### config.mk
export PLATFORM = sky130hd
export DESIGN_NAME = lvl_dma_fifo
export DESIGN_NICKNAME = d
export VERILOG_FILES = /design/src/rtl/lvl_fifo_pkg.sv /design/src/rtl/lvl_fifo_store.sv /design/src/rtl/lvl_level_ctrl.sv /design/src/rtl/lvl_dma_fifo.sv
export SDC_FILE = /design/constraint.sdc
export NUM_CORES = 1
export LEC_CHECK = 0
export BUFFER_PORTS_ARGS = -buffer_cell sky130_fd_sc_hd__buf_4
export CORE_UTILIZATION = 40
export CTS_CLUSTER_SIZE = 14
export DETAILED_ROUTE_END_ITERATION = 8
export GPL_TIMING_DRIVEN = 0
export SLEW_MARGIN = 20
export SYNTH_ARGS = -nofsm -noshare
export SYNTH_HDL_FRONTEND = slang
export SYNTH_SLANG_ARGS = --single-unit
export TNS_END_PERCENT = 100
### constraint.sdc
create_clock -name clk -period 9.08 [get_ports clk]
set_input_delay 0.908 -clock clk [delete_from_list [all_inputs] [get_ports clk]]
set_output_delay 0.908 -clock clk [all_outputs]
set_load 0.02 [all_outputs]
### src/rtl/lvl_fifo_pkg.sv
package lvl_fifo_pkg;
    localparam int LVL_W = 5;

    typedef enum logic [1:0] {
        LV_IDLE = 2'd0,
        LV_RX   = 2'd1,
        LV_TX   = 2'd2
    } lv_state_e;

    typedef struct packed {
        logic             rx_en;
        logic [LVL_W-1:0] af_lvl;
        logic             tx_en;
        logic [LVL_W-1:0] ae_lvl;
    } lv_cfg_t;
endpackage

### src/rtl/lvl_fifo_store.sv
module lvl_fifo_store #(
    parameter int DATA_W = 16,
    parameter int DEPTH  = 32,
    localparam int PTR_W = $clog2(DEPTH),
    localparam int CNT_W = PTR_W + 1
) (
    input  logic              clk,
    input  logic              rst_n,
    input  logic              push,
    input  logic [DATA_W-1:0] wdata,
    input  logic              pop,
    output logic [DATA_W-1:0] rdata,
    output logic [CNT_W-1:0]  count
);
    localparam logic [CNT_W-1:0] FULL_CNT = CNT_W'(DEPTH);

    logic [DATA_W-1:0] mem [DEPTH];
    logic [PTR_W-1:0]  rd_ptr;
    logic [PTR_W-1:0]  wr_idx;
    logic              push_ok;
    logic              pop_ok;

    assign push_ok = push && (count != FULL_CNT);
    assign pop_ok  = pop && (count != '0);
    assign wr_idx  = rd_ptr + count[PTR_W-1:0];
    assign rdata   = mem[rd_ptr];

    always_ff @(posedge clk) begin
        if (push_ok) begin
            mem[wr_idx] <= wdata;
        end
    end

    always_ff @(posedge clk or negedge rst_n) begin
        if (!rst_n) begin
            rd_ptr <= '0;
            count  <= '0;
        end else begin
            if (pop_ok) begin
                rd_ptr <= rd_ptr + PTR_W'(1);
            end
            unique case ({push_ok, pop_ok})
                2'b10:   count <= count + CNT_W'(1);
                2'b01:   count <= count - CNT_W'(1);
                default: count <= count;
            endcase
        end
    end


    always_comb begin
        if (rst_n) begin
            count_bound_chk: assert (count <= FULL_CNT);
        end
    end


    full_push_ignored_chk: assert property (@(posedge clk) disable iff (!rst_n)
        (count == FULL_CNT && push && !pop) |=> (count == FULL_CNT));


    empty_pop_hold_chk: assert property (@(posedge clk) disable iff (!rst_n)
        (count == '0 && pop && !push) |=> ($stable(rd_ptr) && count == '0));
endmodule

### src/rtl/lvl_level_ctrl.sv
module lvl_level_ctrl
    import lvl_fifo_pkg::*;
#(
    parameter int CNT_W = 6
) (
    input  logic             clk,
    input  logic             rst_n,
    input  logic [CNT_W-1:0] count,
    input  logic             xfer_active,
    input  logic             dir_rx,
    input  logic             cfg_we,
    input  logic [15:0]      cfg_wdata,
    output lv_cfg_t          cfg_q,
    output logic             rx_dma_req,
    output logic             tx_dma_req,
    output logic             af_flag,
    output logic             ae_flag
);
    lv_state_e st, st_nxt;
    lv_cfg_t   cfg_new;
    logic      over_af;
    logic      under_ae;

    assign cfg_new.rx_en  = cfg_wdata[15];
    assign cfg_new.af_lvl = cfg_wdata[12:8];
    assign cfg_new.tx_en  = cfg_wdata[7];
    assign cfg_new.ae_lvl = cfg_wdata[4:0];

    assign over_af  = count > CNT_W'(cfg_q.af_lvl);
    assign under_ae = count < CNT_W'(cfg_q.ae_lvl);

    always_comb begin
        if (!xfer_active && count == '0) begin
            st_nxt = LV_IDLE;
        end else if (dir_rx) begin
            st_nxt = LV_RX;
        end else begin
            st_nxt = LV_TX;
        end
    end

    always_ff @(posedge clk or negedge rst_n) begin
        if (!rst_n) begin
            st <= LV_IDLE;
        end else begin
            st <= st_nxt;
        end
    end

    always_ff @(posedge clk or negedge rst_n) begin
        if (!rst_n) begin
            cfg_q      <= '{rx_en: 1'b0, af_lvl: 5'h1f, tx_en: 1'b0, ae_lvl: 5'h00};
            rx_dma_req <= 1'b0;
            tx_dma_req <= 1'b0;
            af_flag    <= 1'b0;
            ae_flag    <= 1'b0;
        end else begin
            unique case (st_nxt)
                LV_IDLE: begin
                    af_flag <= 1'b0;
                    ae_flag <= 1'b0;
                end
                LV_RX: begin
                    rx_dma_req <= cfg_q.rx_en && over_af;
                    af_flag    <= !cfg_q.rx_en && over_af;
                    tx_dma_req <= 1'b0;
                    ae_flag    <= 1'b0;
                end
                LV_TX: begin
                    tx_dma_req <= cfg_q.tx_en && under_ae;
                    ae_flag    <= !cfg_q.tx_en && under_ae;
                    rx_dma_req <= 1'b0;
                    af_flag    <= 1'b0;
                end
                default: begin
                    af_flag <= 1'b0;
                    ae_flag <= 1'b0;
                end
            endcase
            if (cfg_we) begin
                cfg_q <= cfg_new;
                if (cfg_new.rx_en) af_flag <= 1'b0;
                if (cfg_new.tx_en) ae_flag <= 1'b0;
            end
        end
    end


    rx_req_flag_excl_chk: assert property (@(posedge clk) disable iff (!rst_n)
        !(rx_dma_req && af_flag));


    tx_req_flag_excl_chk: assert property (@(posedge clk) disable iff (!rst_n)
        !(tx_dma_req && ae_flag));


    rx_side_quiet_in_tx_chk: assert property (@(posedge clk) disable iff (!rst_n)
        (st == LV_TX) |-> (!rx_dma_req && !af_flag));


    tx_side_quiet_in_rx_chk: assert property (@(posedge clk) disable iff (!rst_n)
        (st == LV_RX) |-> (!tx_dma_req && !ae_flag));


    rx_req_needs_enable_chk: assert property (@(posedge clk) disable iff (!rst_n)
        $rose(rx_dma_req) |-> $past(cfg_q.rx_en));


    cfg_clears_af_chk: assert property (@(posedge clk) disable iff (!rst_n)
        (cfg_we && cfg_wdata[15]) |=> !af_flag);


    cfg_clears_ae_chk: assert property (@(posedge clk) disable iff (!rst_n)
        (cfg_we && cfg_wdata[7]) |=> !ae_flag);
endmodule

### src/rtl/lvl_dma_fifo.sv
module lvl_dma_fifo
    import lvl_fifo_pkg::*;
#(
    parameter int DATA_W = 16,
    parameter int DEPTH  = 32
) (
    input  logic              clk,
    input  logic              rst_n,
    input  logic              host_push,
    input  logic [DATA_W-1:0] host_wdata,
    input  logic              host_pop,
    input  logic              card_push,
    input  logic [DATA_W-1:0] card_wdata,
    input  logic              card_pop,
    output logic [DATA_W-1:0] head_data,
    input  logic              dir_rx,
    input  logic              xfer_active,
    input  logic              cfg_we,
    input  logic [15:0]       cfg_wdata,
    output logic [15:0]       cfg_rdata,
    output logic              rx_dma_req,
    output logic              tx_dma_req,
    output logic              af_flag,
    output logic              ae_flag
);
    localparam int CNT_W = $clog2(DEPTH) + 1;

    logic              any_push;
    logic              any_pop;
    logic [DATA_W-1:0] push_word;
    logic [CNT_W-1:0]  occ;
    lv_cfg_t           cfg_q;

    assign any_push  = host_push || card_push;
    assign any_pop   = host_pop || card_pop;
    assign push_word = host_push ? host_wdata : card_wdata;
    assign cfg_rdata = {cfg_q.rx_en, 2'b00, cfg_q.af_lvl, cfg_q.tx_en, 2'b00, cfg_q.ae_lvl};

    lvl_fifo_store #(.DATA_W(DATA_W), .DEPTH(DEPTH)) store_i (
        .clk   (clk),
        .rst_n (rst_n),
        .push  (any_push),
        .wdata (push_word),
        .pop   (any_pop),
        .rdata (head_data),
        .count (occ)
    );

    lvl_level_ctrl #(.CNT_W(CNT_W)) ctrl_i (
        .clk         (clk),
        .rst_n       (rst_n),
        .count       (occ),
        .xfer_active (xfer_active),
        .dir_rx      (dir_rx),
        .cfg_we      (cfg_we),
        .cfg_wdata   (cfg_wdata),
        .cfg_q       (cfg_q),
        .rx_dma_req  (rx_dma_req),
        .tx_dma_req  (tx_dma_req),
        .af_flag     (af_flag),
        .ae_flag     (ae_flag)
    );
endmodule

==> flow_metrics.tcl <==
set metrics [dict create \
    status "finished clean" \
    ys.flop_type "edfxtp_1" \
    cp_cell_sequence "nor2_2 -> buf_2 -> buf_2 -> nand2_1 -> a31oi_1 -> nand3_1 -> buf_4" \
    tightest_slew_ps 943 \
    via_count 12231 \
    fin_nets 1569 \
    max_freq_ghz 0.229 \
    p_leak_nw 9.32 \
    gr-total-overflow 0 \
    ys_ff_latch 539 \
    dp.final_hpwl_mm 36.1 \
    place_inst 2134 \
    ys_types 50 \
    cts_hold_buf 0 \
    critPathArrivalTime_ps 3460 \
    synth_area_per_cell_um2 16.7 \
    r2r-end "store_i.mem[23][14]" \
    pwr-share-seq_pct 37.6 \
    port_buffers 83 \
    ff2ff_path_depth 7 \
    startpoint_type "flip-flop" \
    fin_cells 2233 \
    tns_ps 0 \
    numCtsBuffers 54 \
    worst_slack_ps 4710 \
    maxCapViolCount 0 \
    comb_power_share_pct 39.5 \
    ioPinCount 93 \
    dieArea_um2 56100 \
    drc 0 \
    slew_violations 0 \
    yosysTopAreaCell "edfxtp_1" \
    cts_resized 0 \
    grt_use_met3_pct 4.31 \
    cts_tree "built" \
    synth_top_area_share_pct 69.7 \
    postLayoutCoreUtil_pct 47.6 \
    cts-root-buf "clkbuf_16" \
    coreArea_um2 54100 \
    grt_antenna_before_repair 1 \
    grt_usage_pct 19.4 \
    powerDensity_nw_per_um2 376 \
    period_needed_ps 4370 \
    busiest_layer "met2" \
    worstPathRequired_ps 8170 \
    start_util_pct 40.8 \
    power_mw 9.68 \
    slew_headroom_pct 37.1 \
    crit_path_end_kind "output port" \
    p_int_mw 6.07 \
    viasPerCell 5.48 \
    ys_warn_count 0 \
    ant_nets 0 \
    die_width_um 237 \
    netlist_area_um2 22100 \
    grt_pass1_wl_mm 78.9 \
    synthTopCellsByArea "edfxtp_1 (70%), mux2i_1 (12%), dfrtp_1 (2.5%)" \
    wirelength_mm 54.4 \
    die_h_um 237 \
    cp_common_cell "buf_2" \
    rsz0062_at_grt "false" \
    clockBufferDepth 3 \
    place_ws_ps 5450 \
    ys_seq_area_share_pct 72.8 \
    drive_above_1_share_pct 20.9 \
    grt_pass1_vias 12172 \
    synth_cells 1325 \
    sw_frac_of_total_pct 37.2 \
    pwr-share-clk_pct 22.9 \
    synth_edf_count 512 \
    hold_viol 0 \
    async_flop_share_pct 5.01 \
    regToRegSetupSlack_ps 5710 \
    p_switching_mw 3.60 \
    path_depth 7 \
    cpLargestDelayFamily "buffers and inverters" \
    path_max_fanout 10 \
    min_path_type "in -> async" \
    worstSkewPairLatency_ps 600 \
    setup_violations 0 \
    grt_use_met1_pct 26.5 \
    syn_to_final_growth_pct 16.7 \
    worstReg2RegStart "store_i.count[0]" \
    gp_congestion 0.845 \
    crit_type "reg -> out" \
    crit_buf_inv 3 \
    dr.first_iter.drc_count 996 \
    rows 85 \
    layout_common_cells "edfxtp_1 (512), mux2i_1 (256), buf_4 (107)" \
    cts_max_level 2 \
    cts.sinks 539 \
    antennaDiodeCount 0 \
    use_met2_pct 30.5 \
    fin_worst_skew_ps 12.8 \
    final_common_cell "edfxtp_1" \
    cpPeakStageDelay_ps 650 \
    first_pass_iters 5 \
    clkTransAtPathRegs_ps 60 \
    post_cts.repair.setup_buffers 0 \
    peakVddDrop_v 0.000368 \
    cp_slowest_cell "a31oi_1" \
    grt_max_degree 33 \
    routedWlPerCell_um 24.3 \
    fin_crit_sh_pct 48.1 \
]
==> routing by layer <==
layer | share of wire [%] | routed length, um
met5 | 0.32 | 172
met2 | 46 | 25100
met1 | 43 | 23600
met3 | 7.7 | 4190
met4 | 2.5 | 1340
==> power by group through the flow <==
stage / clock, mW / sequential (mW) / combinational, mW
3_3_place_gp: 0 / 3.69 / 3.55
5_1_grt: 2.34 / 3.69 / 4.06
3_5_place_dp: 0 / 3.69 / 3.80
2_1_floorplan: 0 / 3.65 / 2.32
6_report: 2.22 / 3.64 / 3.82
4_1_cts: 2.26 / 3.64 / 3.81
==> cell usage after synthesis (2+ instances only) <==
cell	count
nand3_1	38
o21ai_0	15
a22oi_1	66
a31oi_1	16
nand4_1	17
inv_1	15
nor2_1	39
a22o_1	33
and2_1	2
xor2_1	9
nor3_1	20
edfxtp_1	512
clkbuf_1	10
a21oi_1	44
buf_1	2
buf_4	24
buf_6	11
mux2i_1	256
nand2b_1	5
nand2_1	57
dfstp_2	5
dfrtp_1	22
ha_1	17
buf_2	27
nor2b_1	5
buf_8	6
mux2_2	20
a21o_1	2
xnor2_1	9
==> logic make-up (layout without fill, tap and decap cells) <==
kind of cell,count (synthesis),after routing,share of synthesized area (%)
adders and majority gates,18,18,1.05
DFF,539,539,72.8
buffers and inverters,95,304,2.86
xor gates and xnor gates,18,18,0.715
AOI/OAI and AO/OA,184,184,5.73
and+or+nand+nor,193,193,4.16
muxes,277,277,12.7
other,1,4,0.0170
==> metrics by stage <==
stage | area [um^2] | hold WS [ps]
after global placement | 23600 | 455
after CTS | 25700 | 204
after floorplan | 22100 | 527
after global routing | 25700 | 224
final | 25700 | 211
after detailed placement | 24000 | 462
==> flip-flops by register name, summed over array words and instances, names as in the netlist <==
name,count
ctrl_i.rx_dma_req,1
store_i.count,6
ctrl_i.cfg_q,12
ctrl_i.af_flag,1
store_i.rd_ptr,5
store_i.mem,512
ctrl_i.ae_flag,1
ctrl_i.tx_dma_req,1
==> final cells by class <==
cell class,count,area [um^2]
buffer,80,574
clock buffer,70,1500
clock inverter,29,264
fill,4524,28400
inverter,15,56.3
multi-input combinational,694,5470
sequential,539,16100
tap,696,871
timing repair buffer,110,961
==> worst max path at each step <==
| stage | startpoint | to | slack, ps |
|---|---|---|---|
| detailed placement | store_i.rd_ptr[1] | head_data[9] | 5450 |
| CTS | store_i.rd_ptr[1] | head_data[9] | 4790 |
| floorplan | store_i.count[0] | store_i.mem[10][0] | 6110 |
| finish | store_i.rd_ptr[1] | head_data[10] | 4710 |
| global route | store_i.rd_ptr[1] | head_data[7] | 4520 |
| global placement | store_i.count[0] | store_i.mem[13][9] | 5300 |
Power figures use the tool's default switching activity.
